### src/rtl/ovp_pkg.sv
package ovp_pkg;
  typedef enum logic [1:0] {
    OVP_IDLE     = 2'd0,
    OVP_CLAMP    = 2'd1,
    OVP_RELEASED = 2'd2
  } ovp_state_e;
endpackage

### src/rtl/ovp_window_cmp.sv
module ovp_window_cmp #(
  parameter int W      = 12,
  parameter int TRIP_MV = 1700,
  parameter int REL_MV  = 850
) (
  input  logic [W-1:0] sample,
  output logic         over_trip,
  output logic         under_rel
);
  localparam logic [W-1:0] TRIP_V = W'(TRIP_MV);
  localparam logic [W-1:0] REL_V  = W'(REL_MV);

  always_comb begin
    over_trip = (sample > TRIP_V);
    under_rel = (sample < REL_V);
  end
endmodule

### src/rtl/ovp_clamp_fsm.sv
module ovp_clamp_fsm
  import ovp_pkg::*;
(
  input  logic       clk,
  input  logic       rst_n,
  input  logic       ctl_en,
  input  logic       supply_ok,
  input  logic       over_trip,
  input  logic       under_rel,
  output ovp_state_e state
);
  ovp_state_e state_nx;

  always_comb begin
    state_nx = state;
    if (!supply_ok) begin
      state_nx = OVP_IDLE;
    end else begin
      unique case (state)
        OVP_IDLE:     if (ctl_en && over_trip) state_nx = OVP_CLAMP;
        OVP_CLAMP:    if (under_rel)           state_nx = OVP_RELEASED;
        OVP_RELEASED: if (ctl_en && over_trip) state_nx = OVP_CLAMP;
        default:                               state_nx = OVP_IDLE;
      endcase
    end
  end

  always_ff @(posedge clk or negedge rst_n) begin
    if (!rst_n) state <= OVP_IDLE;
    else        state <= state_nx;
  end

  a_r2_trip_now: assert property (@(posedge clk) disable iff (!rst_n)
    (supply_ok && ctl_en && over_trip && state != OVP_CLAMP) |=> (state == OVP_CLAMP));
  a_r4_release: assert property (@(posedge clk) disable iff (!rst_n)
    (supply_ok && state == OVP_CLAMP && under_rel) |=> (state == OVP_RELEASED));
  a_r6_enable_keeps: assert property (@(posedge clk) disable iff (!rst_n)
    (supply_ok && !ctl_en && state != OVP_IDLE) |=> (state != OVP_IDLE));
  a_r7_supply_clear: assert property (@(posedge clk) disable iff (!rst_n)
    (!supply_ok) |=> (state == OVP_IDLE));
  a_r3_no_trip_disabled: assert property (@(posedge clk) disable iff (!rst_n)
    (state == OVP_IDLE && !ctl_en) |=> (state == OVP_IDLE));
endmodule

### src/rtl/ovp_gate_mux.sv
module ovp_gate_mux
  import ovp_pkg::*;
(
  input  logic       clk,
  input  logic       rst_n,
  input  ovp_state_e state,
  input  logic       sup_hs_on,
  input  logic       sup_ls_on,
  output logic       ls_force,
  output logic       all_off,
  output logic       ovp_fault,
  output logic       hs_gate_on,
  output logic       ls_gate_on
);
  always_comb begin
    ls_force  = (state == OVP_CLAMP);
    all_off   = (state == OVP_RELEASED);
    ovp_fault = ls_force | all_off;
    if (ls_force) begin
      hs_gate_on = 1'b0;
      ls_gate_on = 1'b1;
    end else if (all_off) begin
      hs_gate_on = 1'b0;
      ls_gate_on = 1'b0;
    end else begin
      hs_gate_on = sup_hs_on;
      ls_gate_on = sup_ls_on;
    end
  end

  a_r9_clamp_gates: assert property (@(posedge clk) disable iff (!rst_n)
    ls_force |-> (ls_gate_on && !hs_gate_on));
  a_r9_off_gates: assert property (@(posedge clk) disable iff (!rst_n)
    all_off |-> (!ls_gate_on && !hs_gate_on));
  a_r4_exclusive: assert property (@(posedge clk) disable iff (!rst_n)
    !(ls_force && all_off));
endmodule

### src/rtl/ovp_crowbar.sv
module ovp_crowbar
  import ovp_pkg::*;
#(
  parameter int W       = 12,
  parameter int TRIP_MV = 1700,
  parameter int REL_MV  = 850
) (
  input  logic         clk,
  input  logic         rst_n,
  input  logic [W-1:0] vout_mv,
  input  logic         ctl_en,
  input  logic         supply_ok,
  input  logic         sup_hs_on,
  input  logic         sup_ls_on,
  output logic         ls_force,
  output logic         all_off,
  output logic         ovp_fault,
  output logic         hs_gate_on,
  output logic         ls_gate_on
);
  logic       over_trip;
  logic       under_rel;
  ovp_state_e state;

  ovp_window_cmp #(.W(W), .TRIP_MV(TRIP_MV), .REL_MV(REL_MV)) u_cmp (
    .sample    (vout_mv),
    .over_trip (over_trip),
    .under_rel (under_rel)
  );

  ovp_clamp_fsm u_fsm (
    .clk       (clk),
    .rst_n     (rst_n),
    .ctl_en    (ctl_en),
    .supply_ok (supply_ok),
    .over_trip (over_trip),
    .under_rel (under_rel),
    .state     (state)
  );

  ovp_gate_mux u_mux (
    .clk        (clk),
    .rst_n      (rst_n),
    .state      (state),
    .sup_hs_on  (sup_hs_on),
    .sup_ls_on  (sup_ls_on),
    .ls_force   (ls_force),
    .all_off    (all_off),
    .ovp_fault  (ovp_fault),
    .hs_gate_on (hs_gate_on),
    .ls_gate_on (ls_gate_on)
  );

  a_r1_idle_quiet: assert property (@(posedge clk) disable iff (!rst_n)
    (state == OVP_IDLE) |-> (!ls_force && !all_off && !ovp_fault));
  a_r8_passthru: assert property (@(posedge clk) disable iff (!rst_n)
    (!ovp_fault) |-> (hs_gate_on == sup_hs_on && ls_gate_on == sup_ls_on));
endmodule

### config.mk
export PLATFORM = sky130hd
export DESIGN_NAME = ovp_crowbar
export DESIGN_NICKNAME = d
export VERILOG_FILES = /design/src/rtl/ovp_pkg.sv /design/src/rtl/ovp_window_cmp.sv /design/src/rtl/ovp_clamp_fsm.sv /design/src/rtl/ovp_gate_mux.sv /design/src/rtl/ovp_crowbar.sv
export SDC_FILE = /design/constraint.sdc
export NUM_CORES = 1
export LEC_CHECK = 0
export ABC_AREA = 1
export BUFFER_PORTS_ARGS = -buffer_cell sky130_fd_sc_hd__buf_2
export CAP_MARGIN = 20
export CORE_AREA = 2 2 39 41
export DETAILED_ROUTE_END_ITERATION = 8
export DIE_AREA = 0 0 41 43
export PLACE_DENSITY = 0.62
export SYNTH_ARGS = -nofsm -noshare
export SYNTH_HDL_FRONTEND = slang
export SYNTH_HIERARCHICAL = 1
export SYNTH_SLANG_ARGS = --single-unit
### constraint.sdc
create_clock -name clk -period 1.1 [get_ports clk]
set_input_delay 0.11 -clock clk [delete_from_list [all_inputs] [get_ports clk]]
set_output_delay 0.11 -clock clk [all_outputs]
set_load 0.005 [all_outputs]
Word-level counts from Yosys, hierarchy flattened
Cells that the tools add are included.
{"block": "totals", "regBits": 2, "latchBits": 0, "ram_bits": 0, "mem_bits_ro": 0, "n_memories": 0}
{"block": "classes", "add_sub_neg": 0, "multipliers": 0, "n_div": 0, "n_lt_le_gt_ge": 2, "n_eq_ne": 4, "n_shift": 0, "mux": 8, "bitwise_logic": 1, "reduce_logical": 4}
{"operator": "$gt 12x11->1 const B", "n": 1}
{"operator": "$lt 12x10->1 const B", "n": 1}
{"operator": "$mux 2", "n": 3}
{"operator": "$ne 3x2->1 const B", "n": 2}
{"operator": "$mux 1", "n": 4}
{"operator": "$pmux 2 s2", "n": 1}
{"operator": "$eq 2x1->1 const B", "n": 1}
{"operator": "$eq 2x2->1 const B", "n": 1}
{"operator": "$logic_not 2->1", "n": 1}
{"operator": "$reduce_and 2->1", "n": 1}
{"operator": "$reduce_or 2->1", "n": 1}
{"operator": "$logic_and 1x1->1", "n": 1}
{"operator": "$or 1x1->1", "n": 1}

Logic depth before layout (Yosys ltp)
{"block": "logic_depth", "word_depth": 5, "depth_mapped": 11, "depth_no_buf": 11}

Hierarchy
Netlist, hierarchy kept.
{"module": "ovp_window_cmp", "instances": 1, "cells_each": 34, "area_each_um2": 142.6, "seq_area_each_um2": 0.0}
{"module": "ovp_clamp_fsm", "instances": 1, "cells_each": 16, "area_each_um2": 118.9, "seq_area_each_um2": 50.0}
{"module": "ovp_gate_mux", "instances": 1, "cells_each": 11, "area_each_um2": 61.3, "seq_area_each_um2": 0.0}

Least setup slack after synthesis
Ideal clock, no wire load.
{"block": "synth_timing", "path_kind": "reg2out", "from": "register u_fsm.state[1]", "to": "output hs_gate_on", "arrival_time_ns": 0.861, "t_required_ns": 0.990, "setup_slack_ns": 0.129, "stages_incl_launch_ff": 6, "path_buffers": 0, "path_cell_list": "dfrtp_1 -> inv_1 -> ha_1 -> inv_2 -> nand2_1 -> nor2_2"}
{"block": "synth_between", "elab_cells_between_ends": 4}
{"item": "start, declared", "line_no": "ovp_clamp_fsm.sv:10", "rtl": "output ovp_state_e state"}
{"item": "start signal, assigned", "line_no": "ovp_clamp_fsm.sv:30", "rtl": "else state <= state_nx;"}
{"item": "$eq 2x1->1", "line_no": "ovp_gate_mux.sv:16", "rtl": "ls_force = (state == OVP_CLAMP);"}
{"item": "named net ls_force", "line_no": "ovp_crowbar.sv:15", "rtl": "output logic ls_force,"}
{"item": "$mux 1", "line_no": "ovp_gate_mux.sv:19", "rtl": "if (ls_force) begin"}
{"item": "end, declared", "line_no": "ovp_crowbar.sv:18", "rtl": "output logic hs_gate_on,"}
The timed path passes the listed nets, and every way through them passes these cells.

Worst setup path after layout
{"block": "layout_timing", "from": "register u_fsm.state[0]", "to": "output ls_gate_on"}
{"block": "layout_between", "elab_chain_cells": 3, "elab_cells_between_ends": 4}
{"item": "$eq 2x2->1", "line_no": "ovp_gate_mux.sv:17", "rtl": "all_off = (state == OVP_RELEASED);"}
{"item": "$mux 1", "line_no": "ovp_gate_mux.sv:22", "rtl": "end else if (all_off) begin"}
{"item": "$mux 1 *", "line_no": "ovp_gate_mux.sv:19"}
{"item": "end, declared", "line_no": "ovp_crowbar.sv:19", "rtl": "output logic ls_gate_on"}
Mark *: on every way between the ends. The rest lies on a longest branch, timed or not.

==> metrics <==
crit-path leading delay family flip-flops; H-tree Lvls 1; setup TNS -0.291 ns; Peak supply drop 0.389 mV; DIE AREA 1760 µm²; via density per instance 4.05; Worst setup EP type primary output; fmax 0.831 GHz; violated checks negative setup slack; storage element area 50.0 µm²; via count 429; Layout Nets 112; Ys Warns 6; worst setup margin -0.103 ns; drt wl/cell 7.29 µm; IO Count 23; initial drt markers 4; Cells after Synth 61; TritonCTS clock tree done; Reg clk slew, reported paths 0.03 ns; Critical Path AT 1.09 ns; largest net degree at the start of global routing 5; most frequent cells in the layout buf_2 (22), nand2_1 (17), inv_1 (10); Final Critical Period 1.20 ns; Die Ht 43 µm; core area 1380 µm²; die width 41 µm; Setup Skew 0.00604 ns; fin area 515 µm²; Yosys reg bits 2; final setup fails 3; Seq pwr share 20.2%; Post-DRT Antenna Nets 0; fin crit share 109%; CTS Buffer Depth 2; multi-input logic area 224 µm²; Total GRT Usage 8.62%; Placement Cell Area 460 µm²; later-pin clock latency in the skew report 0.22 ns; leakage 0.306 nW; hpwl dp 621 µm; Port Buffers 22; CP Launch Type register; DR pass1 iterations 4; Buf+Inv Stages, Crit Path 3; routability cong. 0.765; combinational share of power 43.1%; status complete, but fails checks; top flop regs u_fsm/state: 2 flops; Reg with most FFs u_fsm/state; Hold Crit Class in2reg; Hold Violations, Final 0; post-synth cell types 14; WL final 773 µm; Slew HR 85.2%; initial core utilization 23.3%; CTS buffer count 3; Worst Tran Pin Value 0.222 ns; max reg flops 2; first-pass GRT wire length 1030 µm; crit-path max FO 3; clock sinks 2; mapped cell area 323 µm²; share of cells above drive strength 1 45.6%; Slew Limit Fails 0; commonest non-fill, non-tap cell in the layout buf_2; Seq/Total Area, Yosys 15.5%; max_cap viols 0; Crit-path slowest cell dfrtp_1; critical path cell sequence inv_1 > ha_2 > inv_2 > nand2_2 > nand2_1 > buf_2; Setup WS pre-CTS -0.00880 ns; Clk pwr share 36.8%; Antenna diodes 0; RSZ-0062 raised after global routing true; Post-route DRC 0; Worst path max stage delay 0.38 ns; grt ovf 0; PwrDens 847 nW/µm²; WS Path Type reg2out; internal power 0.294 mW; CTS root buffer clkbuf_4; Worst Path Required 0.99 ns; post-synth net total 81; vias in the first global route 300; initial antenna violation count 0; Sw Share 32.6%; site row count 14; fillers 155; NetSw 0.142 mW; mean post-synth cell area 5.29 µm²; area growth from synthesis to layout 59.7%
==> worst register-to-register path: cells and delay by family, from the launching register on <==
kind            cells  cell delay [ns]
compound gates      1             0.13
simple gates        2             0.14
buf+inv             2             0.28
flops               1             0.39
==> path summary, 6_finish.rpt <==
path | startpoint | to | slack (ns) | depth (start not counted)
min in group asynchronous | rst_n | u_fsm/state[1] | 0.20 | 2
min reg2reg | u_fsm/state[0] | u_fsm/state[1] | 0.67 | 3
max reg2reg | u_fsm/state[1] | u_fsm/state[0] | 0.08 | 5
min | ctl_en | u_fsm/state[1] | 0.17 | 4
max | u_fsm/state[0] | ls_gate_on | -0.10 | 6
max in group asynchronous | rst_n | u_fsm/state[0] | 0.80 | 2
==> power by group through the flow <==
stage          clock network [mW]  registers (mW)  logic (mW)
2_1_floorplan                   0          0.0900      0.0875
5_1_grt                     0.181          0.0889       0.221
3_3_place_gp                    0          0.0908       0.160
4_1_cts                     0.169          0.0880       0.179
6_report                    0.161          0.0880       0.188
3_5_place_dp                    0          0.0909       0.163
==> layout make-up <==
type / count / share of cell area [%]
inverters: 15 / 10.9
flip-flops and latches: 2 / 9.71
well taps: 16 / 3.88
repair buffers: 26 / 27.7
clock buffers: 3 / 4.37
multi-input cells: 44 / 43.4
==> Yosys cell counts (all sizes together) <==
| library cell | number | area [µm²] |
|---|---|---|
| dfrtp | 2 | 50.1 |
| o21ai | 1 | 5.00 |
| a31oi | 1 | 6.26 |
| nand4 | 2 | 12.5 |
| nand3 | 1 | 5.00 |
| nor2 | 14 | 70.1 |
| nand2 | 18 | 67.6 |
| a21oi | 4 | 20.0 |
| inv | 15 | 56.3 |
| ha | 2 | 25.0 |
| nor3 | 1 | 5.00 |
==> repair_timing <==
item	CTS	global route
hold endpoints to repair	2	0
hold buffers	1	0
endpoints found under the setup margin	4	5
resized for setup	2	4
setup buffers	1	1
pin swaps	0	0
gates cloned	0	0
==> stage by stage <==
| stage | hold slack [ns] | cells | power [mW] | utilization, % |
|---|---|---|---|---|
| after floorplan | -0.186 | 61 | 0.178 | - |
| after global placement | -0.106 | 100 | 0.251 | 33.3 |
| after detailed placement | -0.105 | 100 | 0.254 | 33.3 |
| after CTS | 0.168 | 105 | 0.436 | 36.3 |
| after global routing | 0.187 | 106 | 0.490 | 37.3 |
| final | 0.168 | 106 | 0.437 | 37.3 |
==> logic make-up after synthesis <==
family | count (synthesis) | share of synthesized area [%]
AO/OA/AOI/OAI | 6 | 9.69
flip-flops | 2 | 15.5
adder cells (fa/ha/maj) | 2 | 7.75
AND/OR/NAND/NOR | 36 | 49.6
buffers and inverters | 15 | 17.4
==> metal layers <==
metal  track usage (%)  up-vias  wire (µm)
met4              6.00        0          0
li1                  -      243          -
met3              1.57        0         55
met5                 0        -          0
met2              12.8       15        378
met1              10.5      171        339
No activity file was read; power rests on OpenSTA's default activity.
